File: config.mk
export PLATFORM = sky130hd
export DESIGN_NAME = quota_sum_monitor
export DESIGN_NICKNAME = d
export VERILOG_FILES = /design/src/rtl/quota_sum_monitor.sv
export SDC_FILE = /design/constraint.sdc
export NUM_CORES = 1
export LEC_CHECK = 0
export ABC_AREA = 1
export BUFFER_PORTS_ARGS = -buffer_cell sky130_fd_sc_hd__buf_2
export CORE_AREA = 2 2 233 235
export CTS_CLUSTER_SIZE = 8
export DETAILED_ROUTE_END_ITERATION = 8
export DIE_AREA = 0 0 235 237
export SLEW_MARGIN = 20
export SYNTH_ARGS = -nofsm -noshare
export SYNTH_HDL_FRONTEND = slang
export SYNTH_SLANG_ARGS = --single-unit
File: constraint.sdc
create_clock -name clk -period 11.06 [get_ports clk]
set_clock_uncertainty 0.1 [all_clocks]
set_input_delay 1.106 -clock clk [delete_from_list [all_inputs] [get_ports clk]]
set_output_delay 1.106 -clock clk [all_outputs]
set_load 0.03 [all_outputs]
File: src/rtl/quota_sum_monitor.sv
module quota_sum_monitor #(
  parameter int N_CNT = 16,
  parameter int CNT_W = 32,
  localparam int IDX_W = (N_CNT > 1) ? $clog2(N_CNT) : 1,
  localparam int ACC_W = CNT_W + IDX_W
) (
  input  logic                   clk,
  input  logic                   rst_n,
  input  logic                   enable,
  input  logic                   soft_rst,
  input  logic [N_CNT*CNT_W-1:0] counters,
  input  logic [N_CNT-1:0]       mask_cfg,
  input  logic [CNT_W-1:0]       limit,
  output logic                   quota_irq,
  output logic [ACC_W-1:0]       total
);

  localparam logic [IDX_W-1:0] LAST = IDX_W'(N_CNT - 1);

  logic [N_CNT-1:0] mask_q;
  logic [IDX_W-1:0] idx;
  logic [ACC_W-1:0] acc;
  logic [CNT_W-1:0] cur;
  logic [ACC_W-1:0] sum;
  logic             over;

  assign cur   = counters[int'(idx)*CNT_W +: CNT_W];
  assign sum   = acc + (mask_q[idx] ? ACC_W'(cur) : '0);
  assign over  = sum > ACC_W'(limit);
  assign total = acc;

  always_ff @(posedge clk or negedge rst_n) begin
    if (!rst_n) begin
      mask_q    <= '0;
      idx       <= '0;
      acc       <= '0;
      quota_irq <= 1'b0;
    end else if (soft_rst) begin
      mask_q    <= mask_cfg;
      idx       <= '0;
      acc       <= '0;
      quota_irq <= 1'b0;
    end else if (enable) begin
      quota_irq <= quota_irq | over;
      if (idx == LAST) begin
        idx <= '0;
        acc <= '0;
      end else begin
        idx <= idx + 1'b1;
        acc <= sum;
      end
    end
  end

endmodule


# == Word-level counts from Yosys, hierarchy flattened ==
# Index checks and enable logic that the tools add are counted.
# W data, S select, Z words.
# classes
order_cmp,2
reduce_logical,1
eq_ne,1
n_addsub,2
shifts,1
mux,11
n_bitwise,1
# op_table
operator,n
$shiftx A512 B10 Y32,1
$mux W36,3
$add A36 B32 Y36,1
$gt A36 B32 Y1,1
$mux W32,1
$mux W4,3
$lt A4 B5 Y1 const B,1
$add A4 B1 Y4 const B,1
$bmux W1 S4,1
$eq A4 B4 Y1 const B,1
$mux W1,3
$reduce_bool A2 Y1,1
$or A1 B1 Y1,1
# totals
output_inout_bits,37
input_bits,564
regBits,57
wordCells,23

# == Longest topological paths before layout ==
# logic_depth
ltp_word,8
depth_mapped,38
depth_no_buf,36

# == Worst setup path before layout ==
# Ideal clock, no wire load.
# synth_timing
path_kind,in2reg
startpoint,in counters[32]
endpoint,reg quota_irq
n_path_buf,0
t_arrival_ps,3967
path_stages,33
setup_time_ps,117
setup_slack_ps,6876
cell_sequence,o21ai_0 > o221ai_1 > nand4_1 > o21ai_1 > nand2_1 > inv_1 > ha_1 > fa_1 > nand2_1 > inv_1 > nand2_1 > nand2_4 > nand2_2 > nand2_2 > nand2_2 > nand2_4 > xnor2_1 > inv_1 > ha_1 > nand2_1 > nor2_1 > nand2_1 > nor2_1 > nand2_1 > nand3_1 > o21ai_0 > nand2_1 > nand2_1 > nand2_1 > nand2_1 > nand3_1 > nand2_1 > nand2_1
# synth_via
elab_chain_len,7
# synth_lines
item,line_no,source
start: declaration,11,"input logic [N_CNT*CNT_W-1:0] counters,"
$shiftx A512 B10 Y32,27,assign cur = counters[int'(idx)*CNT_W +: CNT_W];
$mux W32,28,assign sum = acc + (mask_q[idx] ? ACC_W'(cur) : '0);
$add A36 B32 Y36,28,
$gt A36 B32 Y1,29,assign over = sum > ACC_W'(limit);
$or A1 B1 Y1,44,quota_irq <= quota_irq | over;
$mux W1,43,end else if (enable) begin
$mux W1,38,end else if (soft_rst) begin
end signal: assignment,44,
end: declaration,14,"output logic quota_irq,"
# No other way between the ends. The select of a mux whose other input is x is not followed.
# A chain may end at the register's enable or synchronous reset.

# == Final worst setup path ==
# layout_timing
startpoint,reg idx[0]
endpoint,reg quota_irq
# layout_via
elab_chain_len,8
word_cells_on_any_way,9
cone_classes,add/sub: 1; order compare: 1; shift: 1; mux: 5; bitwise: 1
# layout_lines
item,line_no,source
start: declaration,21,logic [IDX_W-1:0] idx;
start signal: assignment,49,idx <= idx + 1'b1;
branches (longest 2 deep; another with $shiftx A512 B10 Y32),-,
$mux W32 (*),28,
$add A36 B32 Y36 (*),28,
$gt A36 B32 Y1 (*),29,
$or A1 B1 Y1 (*),44,
$mux W1 (*),43,
$mux W1 (*),38,
# Mark *: on every way between the ends. The select of a mux whose other input is x is not followed.

==> key figures <==
Status
  • Status: complete, no violations

Critical path
  • Slowest-stage cell, CP: buf_4
  • R2r setup slk: 4.58 ns
  • Most frequent CP cell: nand2_1
  • CP required: 11.25 ns
  • Critical Path Start: idx[0]$_DFFE_PN0P_
  • WP depth: 31
  • Crit Path Class: reg -> reg
  • Critical path endpoint: quota_irq$_DFFE_PN0P_
  • Critical Path Fanout Max: 95
  • Setup crit end kind: register
  • Delay-heaviest family, CP: buffers and inverters
  • CP Data Arrival Time: 6.68 ns
  • Bufs and invs on worst path: 5
  • Crit start category: register
  • Max incr delay on CP: 0.79 ns
  • Reg2reg start: idx[0]$_DFFE_PN0P_
  • R2R depth: 31
  • Worst r2r dst: quota_irq$_DFFE_PN0P_

Detailed routing
  • Total detailed-routing wirelength: 65500 um
  • Final antenna-violating net count: 0
  • DR DRC count: 0
  • Routed len/inst: 22.0 um
  • Vias per cell: 4.78
  • Via Count: 14236
  • Initial DRT Pass Iterations: 6
  • Initial drt markers: 1500

Timing
  • Period utilization: 0.586
  • Fmax: 154 MHz
  • Worst-Margin Slew: 1.07 ns
  • Max-slew violations: 0
  • Setup Viol. Count Final: 0
  • RSZ-0062 raised after global routing: no
  • Slew margin rel.: 0.284
  • Final hold violation count: 0
  • Worst hold slack: 0.370 ns
  • Min Tclk post-route: 6.48 ns
  • Setup TNS: 0 ns

Synthesis
  • Yosys top cell area share: 0.182
  • EDFF count, synth: 0
  • Synth Area in Compound Gates: 0.283
  • Mux cell area share after synthesis: 0
  • Synth Area in Adders: 0.0834
  • Largest family of logic cells by synthesized area: simple AND/OR/NAND/NOR gates
  • Synth top area cells: nand2_1 18%, dfrtp_1 14%, o21ai_0 10%
  • Synth Area in Simple Gates: 0.343
  • Count leader, synth: nand2_1
  • Net Count, Synth: 2381
  • Async set or reset register ratio after synthesis: 1.00
  • #FFs+latches synth: 57
  • Cell Area, Synth: 9990 um^2
  • Syn_area_per_cell: 5.71 um^2
  • Most used DFF post-synth: dfrtp_1
  • Yosys cell types: 51
  • Xor/xnor share of the synthesized area: 0.0242
  • Sequential area share after synthesis: 0.143
  • Largest area contributor in the netlist: nand2_1
  • Synth Instances: 1751
  • Post-synth top cells: 484 x nand2_1, 202 x o21ai_0, 192 x nor2_1, 173 x inv_1, 123 x a21oi_1
  • Synth warn: 0

Job
  • Max-Cap Viols: 0

Clock tree
  • CTS max path bufs: 2
  • H-Tree Depth: 3
  • TritonCTS Buffers: 9
  • CTS tree: yes
  • Hold Buf Count CTS: 0
  • Post-CTS Setup Bufs: 0
  • Worst skew pair latency: 0.36 ns
  • Clock Tree Root: clkbuf_16
  • Post-cts sizing count: 0
  • Clk slew on worst S/H paths: 0.06 ns
  • Clock Sinks: 57

GRT
  • Initial antenna violation count: 22
  • Total congestion overflow: 0
  • First-pass GRT wire length: 93100 um
  • Met2 Use GR: 0.366
  • Met1 usage: 0.301
  • Largest net degree at the start of global routing: 167
  • Global routing usage on met3: 0.0407
  • Total GRT Usage: 0.225
  • GR peak layer: met2
  • Vias in the first global route: 13796

Layout
  • Filler Cell Count: 6229
  • Post-layout nets: 2893
  • Layout Cell Area excl Fill: 13800 um^2
  • Layout cells sized above 1: 0.301
  • Area growth, synth to finish: 38.1%

Power and ir drop
  • Pleak: 0.00757 uW
  • Pwr dens: 100 nW/um^2
  • Worst VDD drop: 0.0682 mV

Floorplanning
  • IO Count: 601
  • Die ar.: 55700 um^2
  • Chip height: 237 um
  • FP Rows: 85
  • Die span in x: 235 um
  • Initial cell density of the core: 0.188
  • Core area: 53300 um^2

Placed design
  • IO buf count: 600
  • DP HPWL: 53900 um
  • RePlAce Congestion: 0.990
  • Placed cell area: 13400 um^2

Min path
  • Hold WC Path Type: reg -> reg
sequential cells by signal, indices dropped and copies added, names as in the netlist:
signal / flops
idx: 4
total: 36
quota_irq: 1
mask_q: 16
layout make-up:
| type | count | area (um^2) | area share |
|---|---|---|---|
| Clock buffer | 12 | 267 | 0.0193 |
| Multi-Input combinational cell | 1397 | 7350 | 0.532 |
| Sequential cell | 57 | 1430 | 0.104 |
| Clock inverter | 4 | 50.0 | 0.00363 |
| Inverter | 186 | 708 | 0.0513 |
| Tap cell | 696 | 871 | 0.0631 |
| Antenna cell | 12 | 30.0 | 0.00218 |
| Timing Repair Buffer | 612 | 3090 | 0.224 |
metal layers:
metal / share of wire / vias up
li1: - / 6937
met1: 0.45 / 6606
met2: 0.46 / 616
met3: 0.063 / 73
met4: 0.030 / 4
met5: 0.00049 / -
power by group:
part	total (uW)	switching, uW	internal (uW)
clock	306	114	192
sequential	268	33.9	234
combinational	811	526	285
total	1380	673	712
stage by stage:
step | std cells | power, uW | util | setup WS [ns]
CTS | 2964 | 1390 | 0.258 | 4.36
global placement | 2948 | 1080 | 0.252 | 4.48
global route | 2972 | 1500 | 0.259 | 3.97
finish | 2976 | 1380 | 0.259 | 4.58
floorplan | 1751 | 747 | - | 6.88
detailed placement | 2948 | 1080 | 0.252 | 4.39
cell usage in the layout (no fill, tap or decap), drive strengths merged, types with 2 or more instances in the layout:
cell type  instances
inv              183
nand2            497
o21bai             5
a21oi            128
xor2              15
and2               4
nor4               2
o41ai              7
a221oi            16
nand3             76
o221ai            41
o21ai            228
o22ai             23
clkinvlp           2
diode             12
clkinv             4
dfrtp             57
xnor2             10
o21a               2
a21o               5
buf              612
nor2             199
a32o               8
clkbuf            12
ha                65
nand4             39
nor3               7
a22o              10
nand3b             3
tightest hold or removal path, stage by stage (launching register included):
cell and delay [ns]:
dfrtp_1 0.34, nand2_1 0.06, nand2_1 0.05
cells by family (layout without fill, tap and decap cells):
family | after synthesis | in the layout
simple gates | 828 | 828
compound gates | 478 | 478
buf+inv | 297 | 814
fa+ha+maj | 66 | 66
flops | 57 | 57
xor+xnor | 25 | 25
other cells | 0 | 12
worst min-delay path by stage:
stage,start,end,slack (ns),cells after the start
2_1_floorplan,mask_q[0]$_DFFE_PN0P_,mask_q[0]$_DFFE_PN0P_,0.34,2
3_3_place_gp,mask_q[3]$_DFFE_PN0P_,mask_q[3]$_DFFE_PN0P_,0.35,2
3_5_place_dp,mask_q[3]$_DFFE_PN0P_,mask_q[3]$_DFFE_PN0P_,0.36,2
4_1_cts,mask_q[3]$_DFFE_PN0P_,mask_q[3]$_DFFE_PN0P_,0.37,2
5_1_grt,mask_q[11]$_DFFE_PN0P_,mask_q[11]$_DFFE_PN0P_,0.38,2
6_report,mask_q[3]$_DFFE_PN0P_,mask_q[3]$_DFFE_PN0P_,0.37,2
No activity file was read; power rests on OpenSTA's default activity.
